### config.mk
export PLATFORM = sky130hd
export DESIGN_NAME = i2c_byte_status
export DESIGN_NICKNAME = d
export VERILOG_FILES = /design/src/rtl/i2c_bstat_pkg.sv /design/src/rtl/i2c_bstat_rsync.sv /design/src/rtl/i2c_bstat_edge.sv /design/src/rtl/i2c_bstat_count.sv /design/src/rtl/i2c_bstat_flags.sv /design/src/rtl/i2c_byte_status.sv
export SDC_FILE = /design/constraint.sdc
export NUM_CORES = 1
export LEC_CHECK = 0
export BUFFER_PORTS_ARGS = -buffer_cell sky130_fd_sc_hd__buf_4
export CORE_MARGIN = 5
export CORE_UTILIZATION = 40
export CTS_CLUSTER_DIAMETER = 30
export CTS_CLUSTER_SIZE = 30
export DETAILED_ROUTE_END_ITERATION = 10
export PLACE_DENSITY_LB_ADDON = 0.05
export SYNTH_ARGS = -nofsm -noshare
export SYNTH_HDL_FRONTEND = slang
export SYNTH_HIERARCHICAL = 1
export SYNTH_SLANG_ARGS = --single-unit
### constraint.sdc
create_clock -name clk -period 0.8 [get_ports clk]
set_input_delay 0.08 -clock clk [delete_from_list [all_inputs] [get_ports clk]]
set_output_delay 0.08 -clock clk [all_outputs]
set_load 0.02 [all_outputs]
### src/rtl/i2c_bstat_pkg.sv
package i2c_bstat_pkg;

  localparam int unsigned BSTAT_DATA_BITS = 8;
  localparam int unsigned BSTAT_SYNC_STAGES = 2;

  // edges in one full frame: data bits plus the acknowledge bit
  function automatic int unsigned frame_edges(input int unsigned data_bits);
    return data_bits + 1;
  endfunction

endpackage

### src/rtl/i2c_bstat_rsync.sv
module i2c_bstat_rsync #(
  parameter int unsigned STAGES = 2
) (
  input  logic clk,
  input  logic arst_n,
  output logic srst_n
);

  generate
    if (STAGES <= 1) begin : g_one
      logic q;
      always_ff @(posedge clk or negedge arst_n) begin
        if (!arst_n) q <= 1'b0;
        else         q <= 1'b1;
      end
      assign srst_n = q;
    end else begin : g_chain
      logic [STAGES-1:0] sh_q;
      logic [STAGES-1:0] sh_d;
      always_comb sh_d = {sh_q[STAGES-2:0], 1'b1};
      always_ff @(posedge clk or negedge arst_n) begin
        if (!arst_n) sh_q <= '0;
        else         sh_q <= sh_d;
      end
      assign srst_n = sh_q[STAGES-1];
    end
  endgenerate

endmodule

### src/rtl/i2c_bstat_edge.sv
module i2c_bstat_edge (
  input  logic clk,
  input  logic rst_n,
  input  logic scl_s,
  output logic rise
);

  logic scl_q;
  logic scl_d;

  always_comb scl_d = scl_s;

  // reset to 1: an idle bus is high, so no edge is seen at release
  always_ff @(posedge clk or negedge rst_n) begin
    if (!rst_n) scl_q <= 1'b1;
    else        scl_q <= scl_d;
  end

  assign rise = scl_s & ~scl_q;

  // an edge is never reported in two consecutive cycles
  a_r2_rise_single: assert property (@(posedge clk) disable iff (!rst_n)
    rise |=> !rise);

endmodule

### src/rtl/i2c_bstat_count.sv
module i2c_bstat_count #(
  parameter int unsigned DATA_BITS = 8
) (
  input  logic clk,
  input  logic rst_n,
  input  logic rise,
  input  logic start,
  input  logic xmit,
  output logic cmpl
);

  localparam int unsigned EDGES = i2c_bstat_pkg::frame_edges(DATA_BITS);
  localparam int unsigned CNT_W = $clog2(EDGES + 1);
  localparam logic [CNT_W-1:0] TX_END = CNT_W'(EDGES);
  localparam logic [CNT_W-1:0] RX_END = CNT_W'(DATA_BITS);
  localparam logic [CNT_W-1:0] WRAP_AT = CNT_W'(EDGES);
  localparam logic [CNT_W-1:0] LAST_Q = CNT_W'(EDGES - 1);

  logic [CNT_W-1:0] cnt_q;
  logic [CNT_W-1:0] cnt_d;
  logic [CNT_W-1:0] inc;
  logic [CNT_W-1:0] target;
  logic             cnt_en;

  always_comb begin
    target = xmit ? TX_END : RX_END;
    inc    = cnt_q + 1'b1;
    cnt_en = start | rise;
    cnt_d  = cnt_q;
    cmpl   = 1'b0;
    if (start) begin
      cnt_d = '0;
    end else if (rise) begin
      cmpl  = (inc == target);
      cnt_d = (inc == WRAP_AT) ? '0 : inc;
    end
  end

  always_ff @(posedge clk or negedge rst_n) begin
    if (!rst_n)      cnt_q <= '0;
    else if (cnt_en) cnt_q <= cnt_d;
  end

  // a start leaves the count at zero
  a_r9_start_zero: assert property (@(posedge clk) disable iff (!rst_n)
    start |=> (cnt_q == '0));

  // the count wraps after the acknowledge edge whatever the direction
  a_r4_wrap: assert property (@(posedge clk) disable iff (!rst_n)
    (rise && !start && cnt_q == LAST_Q) |=> (cnt_q == '0));

  // the count only moves on an edge or a start
  a_r2_count_moves: assert property (@(posedge clk) disable iff (!rst_n)
    !(rise || start) |=> $stable(cnt_q));

endmodule

### src/rtl/i2c_bstat_flags.sv
module i2c_bstat_flags (
  input  logic clk,
  input  logic rst_n,
  input  logic cmpl,
  input  logic start,
  input  logic clr,
  input  logic xmit,
  input  logic sda_s,
  output logic done_o,
  output logic addr_o,
  output logic lrb_o,
  output logic val_o,
  output logic irq_p_o,
  output logic irq_l_o
);

  logic done_q, addr_q, lrb_q, val_q, irqp_q, irql_q, arm_q;
  logic done_d, addr_d, lrb_d, val_d, irqp_d, irql_d, arm_d;

  always_comb begin
    done_d = done_q;
    addr_d = addr_q;
    lrb_d  = lrb_q;
    val_d  = val_q;
    irql_d = irql_q;
    arm_d  = arm_q;
    irqp_d = 1'b0;
    if (start) begin
      done_d = 1'b0;
      addr_d = 1'b0;
      lrb_d  = 1'b0;
      irql_d = 1'b0;
      arm_d  = 1'b1;
    end else begin
      if (clr) begin
        done_d = 1'b0;
        addr_d = 1'b0;
        lrb_d  = 1'b0;
        irql_d = 1'b0;
      end
      if (cmpl) begin
        done_d = 1'b1;
        irqp_d = 1'b1;
        irql_d = 1'b1;
        if (arm_q) begin
          addr_d = 1'b1;
          arm_d  = 1'b0;
        end
        if (xmit) begin
          lrb_d = 1'b1;
          val_d = sda_s;
        end
      end
    end
  end

  always_ff @(posedge clk or negedge rst_n) begin
    if (!rst_n) begin
      done_q <= 1'b0;
      addr_q <= 1'b0;
      lrb_q  <= 1'b0;
      val_q  <= 1'b0;
      irqp_q <= 1'b0;
      irql_q <= 1'b0;
      arm_q  <= 1'b0;
    end else begin
      done_q <= done_d;
      addr_q <= addr_d;
      lrb_q  <= lrb_d;
      val_q  <= val_d;
      irqp_q <= irqp_d;
      irql_q <= irql_d;
      arm_q  <= arm_d;
    end
  end

  assign done_o  = done_q;
  assign addr_o  = addr_q;
  assign lrb_o   = lrb_q;
  assign val_o   = val_q;
  assign irq_p_o = irqp_q;
  assign irq_l_o = irql_q;

  // the pulse is one cycle wide and always comes with the level
  a_r7_pulse_single: assert property (@(posedge clk) disable iff (!rst_n)
    irqp_q |=> !irqp_q);
  a_r7_level_with_pulse: assert property (@(posedge clk) disable iff (!rst_n)
    irqp_q |-> (irql_q && done_q));

  // the address flag only rises when an address byte was armed
  a_r5_addr_armed: assert property (@(posedge clk) disable iff (!rst_n)
    $rose(addr_q) |-> ($past(arm_q) && irqp_q));

  // the bit flag only rises with a completion
  a_r6_lrb_with_done: assert property (@(posedge clk) disable iff (!rst_n)
    $rose(lrb_q) |-> (done_q && irqp_q));

  // a clear without a competing completion empties the flags
  a_r8_clear: assert property (@(posedge clk) disable iff (!rst_n)
    (clr && !cmpl) |=> (!done_q && !addr_q && !lrb_q && !irql_q));

endmodule

### src/rtl/i2c_byte_status.sv
module i2c_byte_status #(
  parameter int unsigned DATA_BITS   = i2c_bstat_pkg::BSTAT_DATA_BITS,
  parameter int unsigned SYNC_STAGES = i2c_bstat_pkg::BSTAT_SYNC_STAGES
) (
  input  logic clk,
  input  logic rst_n,
  input  logic scl_s,
  input  logic sda_s,
  input  logic xmit,
  input  logic start_det,
  input  logic stat_clr,
  output logic byte_done,
  output logic addr_flag,
  output logic lrb_flag,
  output logic lrb_val,
  output logic irq_pulse,
  output logic irq_level
);

  logic srst_n;
  logic rise;
  logic cmpl;

  i2c_bstat_rsync #(.STAGES(SYNC_STAGES)) u_rsync (
    .clk    (clk),
    .arst_n (rst_n),
    .srst_n (srst_n)
  );

  i2c_bstat_edge u_edge (
    .clk   (clk),
    .rst_n (srst_n),
    .scl_s (scl_s),
    .rise  (rise)
  );

  i2c_bstat_count #(.DATA_BITS(DATA_BITS)) u_count (
    .clk   (clk),
    .rst_n (srst_n),
    .rise  (rise),
    .start (start_det),
    .xmit  (xmit),
    .cmpl  (cmpl)
  );

  i2c_bstat_flags u_flags (
    .clk     (clk),
    .rst_n   (srst_n),
    .cmpl    (cmpl),
    .start   (start_det),
    .clr     (stat_clr),
    .xmit    (xmit),
    .sda_s   (sda_s),
    .done_o  (byte_done),
    .addr_o  (addr_flag),
    .lrb_o   (lrb_flag),
    .val_o   (lrb_val),
    .irq_p_o (irq_pulse),
    .irq_l_o (irq_level)
  );

  // a new interrupt needs SCL to have been high in the cycle before
  a_r2_pulse_after_high: assert property (@(posedge clk) disable iff (!srst_n)
    irq_pulse |-> $past(scl_s));

  // a start leaves every sticky flag low
  a_r9_start_clears: assert property (@(posedge clk) disable iff (!srst_n)
    start_det |=> (!byte_done && !addr_flag && !lrb_flag && !irq_level));

endmodule

==> impl_results.md, run 1 <==
- Status: finished with violations
- Violated checks: setup timing
- Final period utilization: 228%
- TritonCTS Sinks: 13
- CP Capture Type: register
- Antenna violation net count after detailed routing: 0
- CP Cell Sequence: inv_2 -> ha_4 -> or3_4 -> nor4_4 -> nand3b_4 -> mux2_4
- Crit path DAT: 1990 ps
- DPL Wire Length: 1.03 mm
- Initial DRC count: 19
- # IOs: 13
- Critical path class: register to register
- First-pass GRT wire length: 2.65 mm
- Core Region: 1540 um2
- Hold WC Path Type: input pin to register
- Clock-pin transition on the worst setup and hold timing paths: 80 ps
- Final setup vio count: 16
- Net Switching: 0.332 mW
- Post-synth EDFFs: 0
- R2R Path Start: u_count/cnt_q[0]
- Final min period: 1820 ps
- P&R area growth vs syn: 70.8%
- Initial core utilization: 42.8%
- Fin cells: 112
- Fin worst setup slack: -1020 ps
- Worst-skew pair later-pin latency: 270 ps
- Mapped Area: 659 um2
- Crit-path max cell delay: 440 ps
- Flop pwr share: 51.9%
- MaxCap Viol Count: 0
- Grt total ovfl: 0
- Clock network fraction of total power: 31.7%
- FF-to-FF End: u_flags/val_o
- Fraction of layout cells with a size suffix above 1: 62.5%
- # H-tree levels: 1
- # placed instances: 99
- CP Max Fanout: 3
- Die width: 50.6 um
- Rows: 14
- CTS Buf Count: 3
- Async set-reset flop share out of synthesis: 100%
- Post-Syn Nets: 68
- Sw Ratio: 25.2%
- Max-slew violation count: 0
- Crit-path slowest cell: dfrtp_1
- Setup Skew: 0.518 ps
- Worst path required time: 970 ps
- Pin count of the biggest net entering global routing: 13
- Vias in the first global route: 597
- Leakage power: 0.513 nW
- Reg2reg path depth: 6
- Buf/Inv on CP: 1
- DR pass1 iterations: 4
- Delay-heaviest family, CP: simple AND/OR/NAND/NOR gates
- Antenna violations before repair: 0
- End of the critical path: u_flags/val_o
- Instance count on the critical path: 6
- Port Buffer Count: 12
- Average size of a mapped cell: 11.2 um2
- Die area: 2560 um2
- Number of vias per cell: 5.05
- Yosys warnings: 6
- Clock root cell: clkbuf_4
- DRC: 0
- Int Power: 0.985 mW
- Area after DPL: 911 um2
- Combinational share of power: 16.3%
- Seq/Total Area, Yosys: 49.5%
- Library cells used by synthesis: 28
- Max VDD drop: 0.000913 V
- WL/cell: 15.3 um
- Synth Register Bits: 13
- Final Instance Area: 1130 um2
- Critical path launch point type: register
- Setup slack, reg-to-reg: -1020 ps
- Hold Fails Final Rpt: 0
- Die Y-Extent: 50.6 um
- # diodes: 0
- GP Congestion: 0.860
- DR vias: 566
- Final wirelength: 1.71 mm
- Worst setup path startpoint: u_count/cnt_q[0]
- RSZ-0062 raised after global routing: true
- Total track usage: 13.7%
- Fmax: 0.549 GHz
- PD cells: 1170 nW/um2
- TNS Setup: -8600 ps
- Nets: 106
- Dominant synthesized flop cell: dfrtp_1
- TritonCTS clock tree: done
- Longest Clk Path Bufs: 2
- Gate Count Post-Synth: 59
==> Yosys cell counts (all sizes together), types with 2 or more instances <==
cell | n | area, um2
nand3b | 4 | 42.5
nor2b | 2 | 20.0
ha | 2 | 25.0
nand2b | 4 | 25.0
inv | 4 | 15.0
nor2 | 2 | 7.51
nand3 | 2 | 10.0
nand2 | 5 | 18.8
xor2 | 3 | 26.3
a21oi | 5 | 25.0
dfrtp | 12 | 300
==> layout make-up <==
| class | count | area [um2] |
|---|---|---|
| flip-flops and latches | 13 | 327 |
| well taps | 16 | 20.0 |
| fillers | 106 | 415 |
| repair buffers | 34 | 298 |
| multi-input cells | 41 | 438 |
| inverters | 4 | 17.5 |
| clock buffers | 4 | 26.3 |
==> power groups by stage <==
stage	combinational [mW]	clock (mW)	sequential, mW
floorplan	0.0660	0	0.707
global placement	0.165	0	0.694
detailed placement	0.165	0	0.695
CTS	0.187	0.425	0.682
global route	0.232	0.471	0.686
finish	0.215	0.418	0.684
==> layout by cell type (no fill, tap or decap), types with 2 or more instances in the layout <==
cell type / count
buf_6: 10
dfrtp_1: 12
nand2b_1: 4
ha_4: 2
xor2_1: 2
dlygate4sd3_1: 2
buf_4: 22
nand3b_1: 3
inv_2: 3
nand2_1: 3
clkbuf_4: 3
a21oi_2: 3
==> layer usage <==
layer | vias to the layer above | track usage (%) | routed length, um
li1 | 272 | - | -
met1 | 282 | 18.2 | 789
met2 | 10 | 20.2 | 854
met3 | 2 | 3.85 | 54
met4 | 0 | 6.38 | 14
met5 | - | 0 | 0
==> registers in the layout, summed over array words and instances (netlist names) <==
| name | cells |
|---|---|
| u_edge/scl_q | 1 |
| u_rsync/g_chain.sh_q | 2 |
| u_flags/addr_o | 1 |
| u_flags/lrb_o | 1 |
| u_flags/irq_p_o | 1 |
| u_count/cnt_q | 4 |
| u_flags/val_o | 1 |
| u_flags/arm_q | 1 |
| u_flags/irq_l_o | 1 |
==> how the worst min path moves through the flow <==
| stage | cells past startpoint | startpoint | slack (ps) | to |
|---|---|---|---|---|
| 5_1_grt | 2 | sda_s | 30 | u_flags/val_o |
| 6_report | 2 | sda_s | 40 | u_flags/val_o |
| 3_5_place_dp | 1 | rst_n | -140 | u_rsync/g_chain.sh_q[1] |
| 3_3_place_gp | 1 | rst_n | -140 | u_rsync/g_chain.sh_q[1] |
| 4_1_cts | 2 | sda_s | 30 | u_flags/val_o |
| 2_1_floorplan | 0 | rst_n | -220 | u_rsync/g_chain.sh_q[0] |
==> what timing repair did <==
| item | 4_1_cts | 5_1_grt |
|---|---|---|
| gates cloned | 0 | 0 |
| pin swaps | 3 | 8 |
| endpoints found under the setup margin | 16 | 16 |
| gates resized for setup | 13 | 14 |
| hold buffers | 2 | 0 |
| buffers inserted | 4 | 3 |
| endpoints found under the hold margin | 3 | 0 |
==> logic make-up after synthesis <==
kind of cell               count (synthesis)  share of synthesized area (%)
xor gates and xnor gates                   4                           5.31
muxes                                      2                           3.79
adders and majority gates                  2                           3.79
AOI/OAI and AO/OA                         10                           10.4
buffers and inverters                      5                           3.42
DFF                                       13                           49.5
and+or+nand+nor                           22                           23.2
other                                      1                          0.569
==> through the flow <==
step | utilization [%] | hold WS [ps] | power [mW] | setup slack [ps]
after floorplan | - | -216 | 0.773 | -1000
after global placement | 59.1 | -138 | 0.859 | -987
after detailed placement | 59.1 | -136 | 0.860 | -1020
after CTS | 67.3 | 34.4 | 1.29 | -975
after global routing | 73.1 | 30.9 | 1.39 | -1110
final | 73.1 | 38.8 | 1.32 | -1020
Note: power is estimated with default switching activity, not from simulation.
==> run 2: changes to the inputs <==
Settings changed: BUFFER_PORTS_ARGS -buffer_cell sky130_fd_sc_hd__buf_4 to default, DONT_BUFFER_PORTS from default to 1.
==> run 2 against run 1 <==
Clock power is 7.9% lower. Flip-flop and latch count stayed put. The run still ends with setup timing left. Sequential power is 1% higher. Die area stayed put. Maximum frequency is 2.1% higher. Via count is 6.0% lower. Cell count is 8.0% lower. Register-to-register slack better by 40 ps. Global-route usage is 1.1 points higher. Largest power group unchanged. Combinational power is 25% lower. Total power is 6.0% lower. Largest cell class unchanged.
==> impl_results.md, run 2 (same netlist as run 1, synthesis figures left out) <==
- Hold Fails Final Rpt: 0 (unchanged)
- Status: finished with violations
- Total track usage: 14.7% (+1.1 points)
- Net Switching: 0.280 mW (-16%)
- Area after DPL: 836 um2 (-8.2%)
- # placed instances: 89 (-10%)
- CP Capture Type: register
- Worst path required time: 960 ps (about the same)
- DR pass1 iterations: 4 (unchanged)
- Port Buffer Count: 0 (-12)
- Filler cell count in the final layout: 121 (+14%)
- Biggest regs: u_count/cnt_q (4), u_rsync/g_chain.sh_q (2)
- # H-tree levels: 1 (unchanged)
- Fmax: 0.560 GHz (+2.1%)
- First-pass GRT wire length: 2.83 mm (+6.8%)
- Pin count of the biggest net entering global routing: 12 (-1)
- Initial DRC count: 3 (-16)
- Number of vias per cell: 5.17 (+2.2%)
- Crit-path max cell delay: 410 ps (-30 ps)
- Sw Ratio: 22.6% (-2.6 points)
- GP Congestion: 0.851 (-1.1%)
- Largest register FFs: 4 (unchanged)
- Final setup vio count: 15 (-1)
- Final min period: 1790 ps (-37.9 ps)
- Die width: 50.6 um (unchanged)
- FF-to-FF End: u_flags/val_o
- TritonCTS clock tree: done
- Largest Register: u_count/cnt_q
- Clock network fraction of total power: 31.1% (-0.6 points)
- Longest Clk Path Bufs: 2 (unchanged)
- Clock root cell: clkbuf_4
- Setup Skew: 1.46 ps (+0.946 ps)
- Reg2reg path depth: 6 (unchanged)
- Crit path DAT: 1940 ps (-50 ps)
- Vias in the first global route: 609 (+2.0%)
- Pre-CTS setup slack: -1020 ps (-2.58 ps)
- Max VDD drop: 0.000911 V (-0.22%)
- RSZ-0062 raised after global routing: true
- Delay-heaviest family, CP: simple AND/OR/NAND/NOR gates
- Crit-path slowest cell: dfrtp_1
- Hold Crit Depth: 2 (unchanged)
- WL/cell: 15.2 um (-0.41%)
- Grt total ovfl: 0 (unchanged)
- Clock-pin transition on the worst setup and hold timing paths: 70 ps (about the same)
- Rows: 14 (unchanged)
- TritonCTS Sinks: 13 (unchanged)
- Int Power: 0.959 mW (-2.7%)
- CP Cell Sequence: buf_4 -> ha_4 -> xor2_4 -> nor4_4 -> nand3b_4 -> mux2_4
- Worst-skew pair later-pin latency: 260 ps (about the same)
- Fin worst setup slack: -985 ps (+37.9 ps)
- PD cells: 1210 nW/um2 (+3.5%)
- Nets: 97 (-8.5%)
- Die Y-Extent: 50.6 um (unchanged)
- Critical path launch point type: register
- # IOs: 13 (unchanged)
- Core Region: 1540 um2 (unchanged)
- Buf/Inv on CP: 1 (unchanged)
- Fraction of layout cells with a size suffix above 1: 54.0% (-8.5 points)
- Worst hold start: start_det
- P&R area growth vs syn: 55.0%
- MaxCap Viol Count: 0 (unchanged)
- CP Max Fanout: 3 (unchanged)
- Commonest cells after routing, fill and taps aside: 15 x buf_4, 11 x dfrtp_1, 6 x dlygate4sd3_1
- CTS Buf Count: 3 (unchanged)
- Max-slew violation count: 0 (unchanged)
- Initial core utilization: 42.8% (unchanged)
- Antenna violation net count after detailed routing: 0 (unchanged)
- DRC: 0 (unchanged)
- Violated checks: setup timing
- Final period utilization: 223% (-4.7 points)
- Setup slack, reg-to-reg: -990 ps (+40 ps)
- Leakage power: 0.446 nW (-13%)
- Hold WC Path Type: input pin to register
- DR vias: 532 (-6.0%)
- Fin cells: 103 (-8.0%)
- Final Instance Area: 1020 um2 (-9.2%)
- Flop pwr share: 55.9% (+4.0 points)
- Die area: 2560 um2 (unchanged)
- Final wirelength: 1.57 mm (-8.4%)
- R2R Path Start: u_count/cnt_q[0]
- Antenna violations before repair: 0 (unchanged)
- Tightest hold margin: 28.9 ps (-9.86 ps)
- Commonest non-fill, non-tap cell in the layout: buf_4
- Critical path class: register to register
- WHS Endpoint: u_count/cnt_q[1]
- DPL Wire Length: 1.10 mm (+7.3%)
- # diodes: 0 (unchanged)
- Combinational share of power: 13.0% (-3.3 points)
run 2: area by class of cell:
class	count	area [um2]	area share [%]
clock buffer	4	26.3	2.57
inverter	4	15.0	1.47
multi-input combinational	41	415	40.6
sequential	13	328	32.1
tap	16	20.0	1.96
timing repair buffer	25	218	21.3
run 2: metal layers:
layer / wire [um] / vias to the layer above / track usage (%)
li1: - / 256 / -
met1: 665 / 268 / 18.7
met2: 824 / 8 / 23.8
met3: 78 / 0 / 4.14
met4: 0 / 0 / 5.11
met5: 0 / - / 0
run 2: through the flow:
stage	TNS, ps	total power, mW	utilization (%)
3_3_place_gp	-7080	0.807	54.2
2_1_floorplan	-6490	0.773	-
5_1_grt	-9210	1.31	66.3
3_5_place_dp	-7400	0.813	54.2
6_report	-8140	1.24	66.3
4_1_cts	-8000	1.25	63.7
run 2: power by group through the flow:
| stage | clock network, mW | logic [mW] | registers [mW] |
|---|---|---|---|
| 3_5_place_dp | 0 | 0.107 | 0.706 |
| 3_3_place_gp | 0 | 0.104 | 0.704 |
| 2_1_floorplan | 0 | 0.0660 | 0.707 |
| 5_1_grt | 0.437 | 0.174 | 0.697 |
| 4_1_cts | 0.409 | 0.152 | 0.693 |
| 6_report | 0.385 | 0.161 | 0.692 |
run 2: what timing repair did:
item                                    CTS  global route
hold buffers                              6             0
buffers inserted                          2             2
gates resized for setup                  11             6
pin swaps                                 3             3
endpoints found under the setup margin   16            16
hold endpoints to repair                 12             0
run 2: how the worst max path moves through the flow:
stage	cells after the start	startpoint	to	slack, ps
final	6	u_count/cnt_q[0]	u_flags/val_o	-990
after global routing	6	u_count/cnt_q[0]	u_flags/val_o	-1080
after CTS	6	u_count/cnt_q[0]	u_flags/val_o	-990
after detailed placement	6	u_count/cnt_q[1]	u_flags/val_o	-1020
after global placement	6	u_count/cnt_q[0]	u_flags/val_o	-980
after floorplan	6	u_count/cnt_q[0]	u_flags/val_o	-1000
==> run 3: changes to the inputs <==
Settings changed: SYNTH_HIERARCHICAL 1 to default.
==> run 3 against run 2 <==
Cell count grew 4.9%. Core utilization shrank 8.0 points. Clock-buffer cell count is the same. The run still ends with setup timing left. Clock power grew 5%. Setup slack gained 230 ps. Flip-flop and latch count is the same. Synthesized cell count grew 8.5%.
==> impl_results.md, run 3 <==
- Library cells used by synthesis: 32 (+14%)
- Seq/Total Area, Yosys: 47.9% (-1.6 points)
- Final Instance Area: 973 um2 (-4.8%)
- Longest Clk Path Bufs: 2 (unchanged)
- DR vias: 548 (+3.0%)
- Final setup vio count: 16 (+1)
- Antenna violation net count after detailed routing: 0 (unchanged)
- Commonest non-fill, non-tap cell in the layout: buf_4
- TNS Setup: -7080 ps (+1060 ps)
- Violated checks: setup timing
- Average size of a mapped cell: 10.7 um2 (-4.7%)
- Dominant synthesized flop cell: dfrtp_1
- TritonCTS Sinks: 13 (unchanged)
- Hold WC Path Type: input pin to async pin
- Setup Skew: 1.57 ps (+0.109 ps)
- WL/cell: 13.8 um (-9.2%)
- Post-synth EDFFs: 0 (unchanged)
- DR pass1 iterations: 2 (-2)
- Clock-pin transition on the worst setup and hold timing paths: 80 ps (about the same)
- First-pass GRT wire length: 2.59 mm (-8.3%)
- Leakage power: 0.405 nW (-9.2%)
- Antenna violations before repair: 0 (unchanged)
- Total track usage: 13.7% (-1.0 points)
- Status: finished with violations
- Fin worst setup slack: -758 ps (+227 ps)
- GP Congestion: 0.718 (-16%)
- P&R area growth vs syn: 42.8%
- Clock root cell: clkbuf_4
- Post-Syn Nets: 73 (+7.4%)
- Filler cell count in the final layout: 155 (+28%)
- Pin count of the biggest net entering global routing: 12 (unchanged)
- CP Capture Type: register
- Commonest cells after routing, fill and taps aside: 16 x buf_4, 11 x dfrtp_1, 6 x buf_6, 5 x nand2_1, 5 x dlygate4sd3_1
- Final min period: 1560 ps (-227 ps)
- MaxCap Viol Count: 0 (unchanged)
- TritonCTS clock tree: done
- Gate Count Post-Synth: 64 (+8.5%)
- Hold Fails Final Rpt: 0 (unchanged)
- Ranking of synthesized cells by area: dfrtp_1 44%, dfstp_2 3.9%, nand2_1 3.9%
- Biggest regs: u_count.cnt_q (4), u_rsync.g_chain.sh_q (2)
- Final design utilization: 58.3% (-8.0 points)
- Largest Register: u_count.cnt_q
- Synth Register Bits: 13 (unchanged)
- Die width: 51.3 um (+1.4%)
- Share of Yosys cell area claimed by the top area cell type: 44.0% (-1.5 points)
- Nets: 101 (+4.1%)
- CP Max Fanout: 3 (unchanged)
- Most common library cells after synthesis: 12 x dfrtp_1, 7 x nand2_1, 6 x nor2_1
- # diodes: 0 (unchanged)
- Yosys warnings: 0 (-6)
- Mapped Area: 682 um2 (+3.4%)
- Critical path class: register to register
- Largest register FFs: 4 (unchanged)
- Rows: 15 (+1)
- Critical path launch point type: register
- Worst path required time: 970 ps (about the same)
- Pre-CTS setup slack: -778 ps (+241 ps)
- # H-tree levels: 1 (unchanged)
- Worst-skew pair later-pin latency: 270 ps (about the same)
- Vias in the first global route: 574 (-5.7%)
- Power Total: 1.28 mW (+3.0%)
- # IOs: 13 (unchanged)
- Async set-reset flop share out of synthesis: 100% (unchanged)
- Max VDD drop: 0.000748 V (-18%)
- Grt total ovfl: 0 (unchanged)
- Core Region: 1670 um2 (+8.4%)
- RSZ-0062 raised after global routing: true
- Area after DPL: 817 um2 (-2.2%)
- Initial DRC count: 2 (-1)
- Fmax: 0.642 GHz (+15%)
- Final wirelength: 1.49 mm (-4.8%)
- Initial core utilization: 40.8% (-2.0 points)
- Count leader, synth: dfrtp_1
- Fraction of layout cells with a size suffix above 1: 47.3% (-6.8 points)
- Reg area: 328 um2 (unchanged)
- DPL Wire Length: 1.01 mm (-8.8%)
- Number of vias per cell: 5.07 (-1.8%)
- Final period utilization: 195% (-28 points)
- DRC: 0 (unchanged)
- CTS Buf Count: 3 (unchanged)
- Port Buffer Count: 0 (unchanged)
- Die Y-Extent: 51.3 um (+1.4%)
- Max-slew violation count: 0 (unchanged)
- Die area: 2630 um2 (+2.7%)
- Crit path DAT: 1730 ps (-210 ps)
- Multi-input gate area: 343 um2 (-17%)
- PD cells: 1310 nW/um2 (+8.2%)
- Dominant cell type by area after synthesis: dfrtp_1
[run 3: cell families (layout without fill, tap and decap cells)]
family | after synthesis | count (layout) | synth area share, %
xor gates and xnor gates | 2 | 2 | 3.67
and+or+nand+nor | 22 | 22 | 19.3
DFF | 13 | 13 | 47.9
adders and majority gates | 2 | 2 | 3.67
other | 1 | 1 | 0.550
buffers and inverters | 8 | 35 | 6.79
AOI/OAI and AO/OA | 16 | 16 | 18.2
[run 3: power breakdown]
group          internal [mW]  switching (mW)  total [mW]
logic                  0.106          0.0878       0.193
clock network          0.193           0.211       0.404
registers              0.672         0.00670       0.678
total                  0.971           0.305        1.28
[run 3: final timing paths]
| kind | startpoint | endpoint | slack, ps | cells after the start |
|---|---|---|---|---|
| setup / recovery | u_count.cnt_q[0] | u_flags.arm_q | -760 | 7 |
| hold / removal | rst_n | u_rsync.g_chain.sh_q[0] | 30 | 1 |
| setup reg to reg | u_count.cnt_q[0] | u_flags.arm_q | -760 | 7 |
| hold reg to reg | u_rsync.g_chain.sh_q[1] | u_flags.lrb_o | 160 | 1 |
| max in group asynchronous | u_rsync.g_chain.sh_q[1] | u_edge.scl_q | 410 | 1 |
| min in group clk | start_det | u_count.cnt_q[1] | 40 | 2 |
[run 3: critical path, stage by stage, from the launching register on]
cell and delay, ps:
dfrtp_1 400, buf_6 130, inv_4 40, ha_4 200, nor4_4 290, buf_4 180, inv_1 60, o22a_1 150
[run 3: per-stage QoR]
| stage | hold WS (ps) | std cells |
|---|---|---|
| after detailed placement | -216 | 94 |
| after floorplan | -216 | 64 |
| after global placement | -216 | 94 |
| after global routing | 20.4 | 108 |
| after CTS | -162 | 106 |
| final | 27.2 | 108 |
[run 3: cell type report]
cell class / instances / share of cell area, %
Multi-Input combinational cell: 43 / 35.2
Sequential cell: 13 / 33.7
Clock buffer: 4 / 2.70
Tap cell: 17 / 2.19
Timing Repair Buffer: 27 / 24.4
Inverter: 4 / 1.80
[run 3: timing repair]
| item | CTS | global route |
|---|---|---|
| hold endpoints to repair | 10 | 5 |
| pin swaps | 6 | 5 |
| gates resized for setup | 12 | 4 |
| setup endpoints to repair | 16 | 16 |
| hold buffers | 4 | 1 |
| buffers inserted | 4 | 1 |
[run 3: metal layers]
metal	vias up	GRT usage, %	wire (um)
met1	260	16.6	616
met3	4	4.96	73
met2	8	21.5	779
met4	0	6.55	24
met5	-	0	0
li1	276	-	-
